## src/rtl/fence_order_pkg.sv

```systemverilog
package fence_order_pkg;

    typedef enum logic [1:0] {
        OP_LOAD  = 2'b00,
        OP_STORE = 2'b01,
        OP_FENCE = 2'b10
    } op_kind_e;

    // ordering bit positions in a fence mask
    localparam int ORD_LL = 0;  // older load  -> younger load
    localparam int ORD_SL = 1;  // older store -> younger load
    localparam int ORD_LS = 2;  // older load  -> younger store
    localparam int ORD_SS = 3;  // older store -> younger store

    // does a fence with this mask and these outstanding older kinds hold a younger op
    function automatic logic holds_young(input logic [3:0] mask, input logic young_store,
                                         input logic ld_busy, input logic st_busy);
        if (young_store)
            return (mask[ORD_LS] & ld_busy) | (mask[ORD_SS] & st_busy);
        return (mask[ORD_LL] & ld_busy) | (mask[ORD_SL] & st_busy);
    endfunction

    // does a fence still wait on anything older
    function automatic logic still_waiting(input logic [3:0] mask,
                                           input logic ld_busy, input logic st_busy);
        return ((mask[ORD_LL] | mask[ORD_LS]) & ld_busy) |
               ((mask[ORD_SL] | mask[ORD_SS]) & st_busy);
    endfunction

endpackage

```

## src/rtl/fot_op_track.sv

```systemverilog
module fot_op_track #(
    parameter int NUM_OPS    = 8,
    parameter int NUM_FENCES = 4,
    parameter int TAG_W      = 4,
    parameter int CNT_W      = $clog2(NUM_OPS + 1),
    parameter int FSEL_W     = $clog2(NUM_FENCES)
) (
    input  logic                  clk,
    input  logic                  rst,
    input  logic                  alloc_en,
    input  logic                  alloc_store,
    input  logic [TAG_W-1:0]      alloc_tag,
    input  logic                  cpl_valid,
    input  logic [TAG_W-1:0]      cpl_tag,
    input  logic                  mark_en,
    input  logic [FSEL_W-1:0]     mark_slot,
    output logic                  full,
    output logic                  hit,
    output logic                  hit_store,
    output logic [NUM_FENCES-1:0] hit_older,
    output logic [CNT_W-1:0]      live_ld,
    output logic [CNT_W-1:0]      live_st
);
    localparam int OSEL_W = $clog2(NUM_OPS);

    logic [NUM_OPS-1:0]    ent_v;
    logic [NUM_OPS-1:0]    ent_st;
    logic [TAG_W-1:0]      ent_tag [NUM_OPS];
    logic [NUM_FENCES-1:0] ent_old [NUM_OPS];
    logic [NUM_OPS-1:0]    match;
    logic [OSEL_W-1:0]     free_idx;

    always_comb begin
        hit       = 1'b0;
        hit_store = 1'b0;
        hit_older = '0;
        live_ld   = '0;
        live_st   = '0;
        free_idx  = '0;
        for (int i = NUM_OPS - 1; i >= 0; i--) begin
            match[i] = ent_v[i] & cpl_valid & (ent_tag[i] == cpl_tag);
            if (!ent_v[i]) free_idx = OSEL_W'(i);
            if (match[i]) begin
                hit       = 1'b1;
                hit_store = ent_st[i];
                hit_older = ent_old[i];
            end else if (ent_v[i]) begin
                if (ent_st[i]) live_st = live_st + CNT_W'(1);
                else           live_ld = live_ld + CNT_W'(1);
            end
        end
        full = &ent_v;
    end

    always_ff @(posedge clk) begin
        if (rst) begin
            ent_v <= '0;
        end else begin
            for (int i = 0; i < NUM_OPS; i++) begin
                if (match[i]) ent_v[i] <= 1'b0;
                if (mark_en) ent_old[i][mark_slot] <= ent_v[i] & ~match[i];
            end
            if (alloc_en) begin
                ent_v[free_idx]   <= 1'b1;
                ent_st[free_idx]  <= alloc_store;
                ent_tag[free_idx] <= alloc_tag;
                ent_old[free_idx] <= '0;
            end
        end
    end
endmodule

```

## src/rtl/fot_fence_track.sv

```systemverilog
module fot_fence_track
    import fence_order_pkg::*;
#(
    parameter int NUM_FENCES = 4,
    parameter int CNT_W      = 4,
    parameter int FSEL_W     = $clog2(NUM_FENCES)
) (
    input  logic                  clk,
    input  logic                  rst,
    input  logic                  push_en,
    input  logic [3:0]            push_mask,
    input  logic [CNT_W-1:0]      live_ld,
    input  logic [CNT_W-1:0]      live_st,
    input  logic                  hit,
    input  logic                  hit_store,
    input  logic [NUM_FENCES-1:0] hit_older,
    output logic                  full,
    output logic                  push_go,
    output logic [FSEL_W-1:0]     push_slot,
    output logic                  stall_load,
    output logic                  stall_store
);
    logic [NUM_FENCES-1:0] f_v;
    logic [3:0]            f_mask [NUM_FENCES];
    logic [CNT_W-1:0]      f_ld   [NUM_FENCES];
    logic [CNT_W-1:0]      f_st   [NUM_FENCES];
    logic [NUM_FENCES-1:0] f_done;

    always_comb begin
        push_slot   = '0;
        stall_load  = 1'b0;
        stall_store = 1'b0;
        for (int i = NUM_FENCES - 1; i >= 0; i--) begin
            if (!f_v[i]) push_slot = FSEL_W'(i);
            f_done[i] = f_v[i] & ~still_waiting(f_mask[i], f_ld[i] != '0, f_st[i] != '0);
            if (f_v[i]) begin
                stall_load  = stall_load  | holds_young(f_mask[i], 1'b0, f_ld[i] != '0, f_st[i] != '0);
                stall_store = stall_store | holds_young(f_mask[i], 1'b1, f_ld[i] != '0, f_st[i] != '0);
            end
        end
        full    = &f_v;
        push_go = push_en & ~full & still_waiting(push_mask, live_ld != '0, live_st != '0);
    end

    always_ff @(posedge clk) begin
        if (rst) begin
            f_v <= '0;
        end else begin
            for (int i = 0; i < NUM_FENCES; i++) begin
                if (f_done[i]) begin
                    f_v[i] <= 1'b0;
                end else if (f_v[i] && hit && hit_older[i]) begin
                    if (hit_store) f_st[i] <= f_st[i] - CNT_W'(1);
                    else           f_ld[i] <= f_ld[i] - CNT_W'(1);
                end
            end
            if (push_go) begin
                f_v[push_slot]    <= 1'b1;
                f_mask[push_slot] <= push_mask;
                f_ld[push_slot]   <= live_ld;
                f_st[push_slot]   <= live_st;
            end
        end
    end
endmodule

```

## src/rtl/fence_order_unit.sv

```systemverilog
module fence_order_unit
    import fence_order_pkg::*;
#(
    parameter int NUM_OPS    = 8,
    parameter int NUM_FENCES = 4,
    parameter int TAG_W      = 4
) (
    input  logic             clk,
    input  logic             rst,
    input  logic             in_valid,
    output logic             in_ready,
    input  logic [1:0]       in_op,
    input  logic [TAG_W-1:0] in_tag,
    input  logic [3:0]       in_mask,
    output logic             req_valid,
    input  logic             req_ready,
    output logic             req_store,
    output logic [TAG_W-1:0] req_tag,
    input  logic             cpl_valid,
    input  logic [TAG_W-1:0] cpl_tag
);
    localparam int CNT_W  = $clog2(NUM_OPS + 1);
    localparam int FSEL_W = $clog2(NUM_FENCES);

    logic                  is_fence, is_store, op_stall, mem_go;
    logic                  op_full, fence_full, push_go;
    logic [FSEL_W-1:0]     push_slot;
    logic                  hit, hit_store, stall_load, stall_store;
    logic [NUM_FENCES-1:0] hit_older;
    logic [CNT_W-1:0]      live_ld, live_st;

    always_comb begin
        is_fence  = in_op[1];
        is_store  = (in_op == OP_STORE);
        op_stall  = is_store ? stall_store : stall_load;
        mem_go    = in_valid & ~is_fence & ~op_full & ~op_stall;
        req_valid = mem_go;
        req_store = is_store;
        req_tag   = in_tag;
        if (is_fence) in_ready = (in_mask == 4'h0) | ~fence_full;
        else          in_ready = ~op_full & ~op_stall & req_ready;
    end

    fot_op_track #(
        .NUM_OPS(NUM_OPS), .NUM_FENCES(NUM_FENCES), .TAG_W(TAG_W),
        .CNT_W(CNT_W), .FSEL_W(FSEL_W)
    ) u_ops (
        .clk(clk), .rst(rst),
        .alloc_en(mem_go & req_ready), .alloc_store(is_store), .alloc_tag(in_tag),
        .cpl_valid(cpl_valid), .cpl_tag(cpl_tag),
        .mark_en(push_go), .mark_slot(push_slot),
        .full(op_full), .hit(hit), .hit_store(hit_store), .hit_older(hit_older),
        .live_ld(live_ld), .live_st(live_st)
    );

    fot_fence_track #(
        .NUM_FENCES(NUM_FENCES), .CNT_W(CNT_W), .FSEL_W(FSEL_W)
    ) u_fences (
        .clk(clk), .rst(rst),
        .push_en(in_valid & is_fence & (in_mask != 4'h0)), .push_mask(in_mask),
        .live_ld(live_ld), .live_st(live_st),
        .hit(hit), .hit_store(hit_store), .hit_older(hit_older),
        .full(fence_full), .push_go(push_go), .push_slot(push_slot),
        .stall_load(stall_load), .stall_store(stall_store)
    );
endmodule

```

## config.mk

```make
export PLATFORM = sky130hd
export DESIGN_NAME = fence_order_unit
export DESIGN_NICKNAME = d
export VERILOG_FILES = /design/src/rtl/fence_order_pkg.sv /design/src/rtl/fot_op_track.sv /design/src/rtl/fot_fence_track.sv /design/src/rtl/fence_order_unit.sv
export SDC_FILE = /design/constraint.sdc
export NUM_CORES = 1
export LEC_CHECK = 0
export ABC_AREA = 1
export BUFFER_PORTS_ARGS = -buffer_cell sky130_fd_sc_hd__buf_2
export CORE_ASPECT_RATIO = 0.9
export CORE_MARGIN = 1
export CORE_UTILIZATION = 35
export DETAILED_ROUTE_END_ITERATION = 10
export HOLD_SLACK_MARGIN = 0.06
export PLACE_DENSITY = 0.47
export SLEW_MARGIN = 10
export SYNTH_ARGS = -nofsm -noshare
export SYNTH_HDL_FRONTEND = slang
export SYNTH_SLANG_ARGS = --single-unit
```

## constraint.sdc

```tcl
create_clock -name clk -period 12.35 [get_ports clk]
set_clock_uncertainty 0.2 [all_clocks]
set_input_delay 2.47 -clock clk [delete_from_list [all_inputs] [get_ports clk]]
set_output_delay 2.47 -clock clk [all_outputs]
set_load 0.02 [all_outputs]
```

==> results by group <==
Yosys
  – Mapped Cells: 1089
  – Mux cell area share after synthesis: 0
  – Post-synthesis sequential area ratio: 0.425
  – Largest family of logic cells by synthesized area: simple AND/OR/NAND/NOR gates
  – Mapped cell area: 8290 sq um
  – #FFs+latches synth: 132
  – Compound-Gate Fraction of Synth Area: 0.0912
  – Synth Area in XOR/XNOR: 0.0251
  – Cell taking the most area after synthesis: edfxtp_1
  – Adder-cell share of the synthesized area: 0.0332
  – Most common cell in the netlist: nand2_1
  – Async SR Flop Fraction: 0
  – Synth area leaders: edfxtp_1 (32%), nand2_1 (12%), dfxtp_1 (11%)
  – Distinct cells, synth: 55
  – Syn avg cell area: 7.61 sq um
  – Commonest cells post-synth: nand2_1 (258), inv_1 (174), nor2_1 (130), edfxtp_1 (88), o21ai_0 (62)
  – Post-synth top flop: edfxtp_1
  – Syn Nets: 1130
  – Syn. warnings: 0
  – Synth top area share: 0.319
  – Post-Synth Simple-Gate Area: 0.311
  – Number of synthesized flops with an enable pin: 88

Outcome
  – Status: finished clean

Floorplan
  – IO Count: 26
  – Die width: 164 um
  – Die ar.: 24300 sq um
  – Core area: 23300 sq um
  – Initial Util: 0.356
  – Die H: 148 um
  – Num rows: 53

Drt
  – DRT Wirelength: 22400 um
  – Mean routed wirelength per cell: 15.8 um
  – DRT antenna net count: 0
  – # DRC: 0
  – Vias/cell: 4.71
  – Initial drt markers: 486
  – Drt pass-1 iters: 7
  – Vias: 6683

Clock network
  – Clock root buffer: clkbuf_16
  – CTS hold repair buffers: 0
  – Clk_lat worst skew: 430 ps
  – CTS tree: done
  – Worst-path clk slew: 60 ps
  – CTS H-tree lvls: 4
  – Postcts setup bufs: 0
  – Post_cts resized: 0
  – Clk sinks: 132
  – Clock Path Buffers: 2
  – TritonCTS Buffers: 17

Flow run
  – Max cap viols: 0

Place
  – Post-detail-place hpwl: 17000 um
  – Cells after DPL: 1388
  – Number of port buffers: 25
  – Final GP Congestion: 0.849

Power and ir drop
  – Pwr/cell area: 119 nW/um^2
  – Internal: 0.844 mW
  – Clock power share: 0.499
  – Combinational power share: 0.049
  – Max VDD drop: 0.0000648 V
  – Lkg Pwr: 4.62 nW
  – Net Switching: 0.252 mW
  – Switching Share: 0.230
  – Sequential fraction of design power: 0.452

STA
  – Period utilization: 0.725
  – Top achievable clock speed: 112 MHz
  – Max-slew headroom: 0.423
  – Final Critical Period: 8960 ps
  – Slew @ Worst Pin: 862 ps
  – Final Max Slew Viols: 0
  – Final setup violation count: 0
  – Setup TNS: 0 ps
  – Hold slack: 284 ps
  – Final hold vios: 0
  – RSZ-0062 raised after global routing: false

Hold path
  – Hold Startpoint: u_ops.ent_old[5][0]
  – HP Class: register to register

Layout
  – Non-filler cells, final: 1419
  – Nets: 1146
  – Antenna cells: 0
  – Synthesis-to-layout area growth: 11.3%
  – Share of cells above drive strength 1: 0.138

Setup path
  – Worst Path Required: 12210 ps
  – Crit path largest cell delay: 520 ps
  – Arr. time, crit path: 8810 ps
  – Top cell by count, worst path: nand2_1
  – Startpoint types: primary input
  – Slowest CP cell: nand3_2
  – Worst-path fanout max: 31
  – WS Path Type: primary input to register
  – Worst R2R Start: u_ops.ent_tag[7][1]
  – Critical path launch point: cpl_tag[1]
  – CP endpoint kind: register

Global routing
  – GRT overflow: 0
  – Antenna violations before repair: 0
  – GRT Util Overall: 0.194
  – Vias in the first global route: 6308
  – Maximum number of pins on one net before global-route repair: 32
  – First-pass GRT wire length: 35300 um
[stage by stage]
stage | power (mW) | area [sq um] | setup WS, ps | util
floorplan | 0.542 | 8290 | 4000 | -
global placement | 0.558 | 8600 | 3030 | 0.369
detailed placement | 0.559 | 8600 | 2920 | 0.369
global route | 1.13 | 9220 | 2620 | 0.396
CTS | 1.10 | 9220 | 3340 | 0.396
finish | 1.10 | 9220 | 3390 | 0.396
[cells by family (layout without fill, tap and decap cells)]
| logic type | count (synthesis) | count (layout) |
|---|---|---|
| xor+xnor | 22 | 22 |
| simple gates | 554 | 554 |
| compound gates | 131 | 131 |
| fa+ha+maj | 22 | 22 |
| flops | 132 | 132 |
| buf+inv | 228 | 256 |
[registers in the layout, summed over array words and instances, names as in the netlist]
register	cells
u_fences.f_mask	16
u_fences.f_ld	16
u_ops.ent_tag	32
u_fences.f_v	4
u_ops.ent_old	32
u_ops.ent_v	8
u_ops.ent_st	8
u_fences.f_st	16
[critical path, delay by kind of cell]
| family | cells | cell delay [ps] |
|---|---|---|
| buffers and inverters | 6 | 460 |
| AO/OA/AOI/OAI | 2 | 640 |
| XOR/XNOR | 1 | 230 |
| adder cells (fa/ha/maj) | 7 | 1810 |
| AND/OR/NAND/NOR | 23 | 3150 |
[worst paths after layout]
kind | to | slack [ps] | cells after the start
worst min register to register | u_ops.ent_old[5][0] | 280 | 2
worst max register to register | u_fences.f_st[2][3] | 5280 | 37
worst min-delay path | u_ops.ent_old[5][0] | 280 | 2
worst max-delay path | u_fences.f_st[2][3] | 3390 | 39
[cells in the final DEF (no fill, tap or decap), drive strengths merged, types with 2 or more instances in the layout]
cell,synthesis,final
nand2,292,292
inv,196,199
nor2,148,148
o21ai,89,89
edfxtp,88,88
nand3,68,68
dfxtp,44,44
buf,24,25
ha,22,22
clkbuf,4,17
xor2,16,16
nand4,15,15
clkinv,4,10
nor3,9,9
or2,9,9
o211ai,8,8
a211oi,7,7
a21oi,7,7
xnor2,6,6
o22ai,5,5
bufinv,0,4
nand3b,4,4
nor3b,3,3
a31oi,3,3
o221ai,3,3
and2,2,2
a22o,2,2
o2111ai,2,2
[power by group through the flow]
stage          Sequential [mW]  Clock (mW)  Combinational [mW]
3_3_place_gp             0.504           0              0.0536
3_5_place_dp             0.505           0              0.0541
5_1_grt                  0.497       0.571              0.0625
6_report                 0.495       0.547              0.0541
2_1_floorplan            0.502           0              0.0399
4_1_cts                  0.495       0.554              0.0545
[final cells by class]
class	count	area, sq um
tap	302	378
clock inverter	14	203
timing repair buffer	25	125
inverter	200	751
sequential	132	3520
clock buffer	17	425
multi-input combinational	729	3820
fill	2371	14100
[layer usage]
layer / global-route usage / part of all wire / vias up
met5: 0 / 0 / -
met4: 0.0356 / 0.0085 / 0
met3: 0.0359 / 0.044 / 18
met2: 0.278 / 0.41 / 122
met1: 0.301 / 0.54 / 3036
li1: - / - / 3507
No activity file was read; power rests on OpenSTA's default activity.
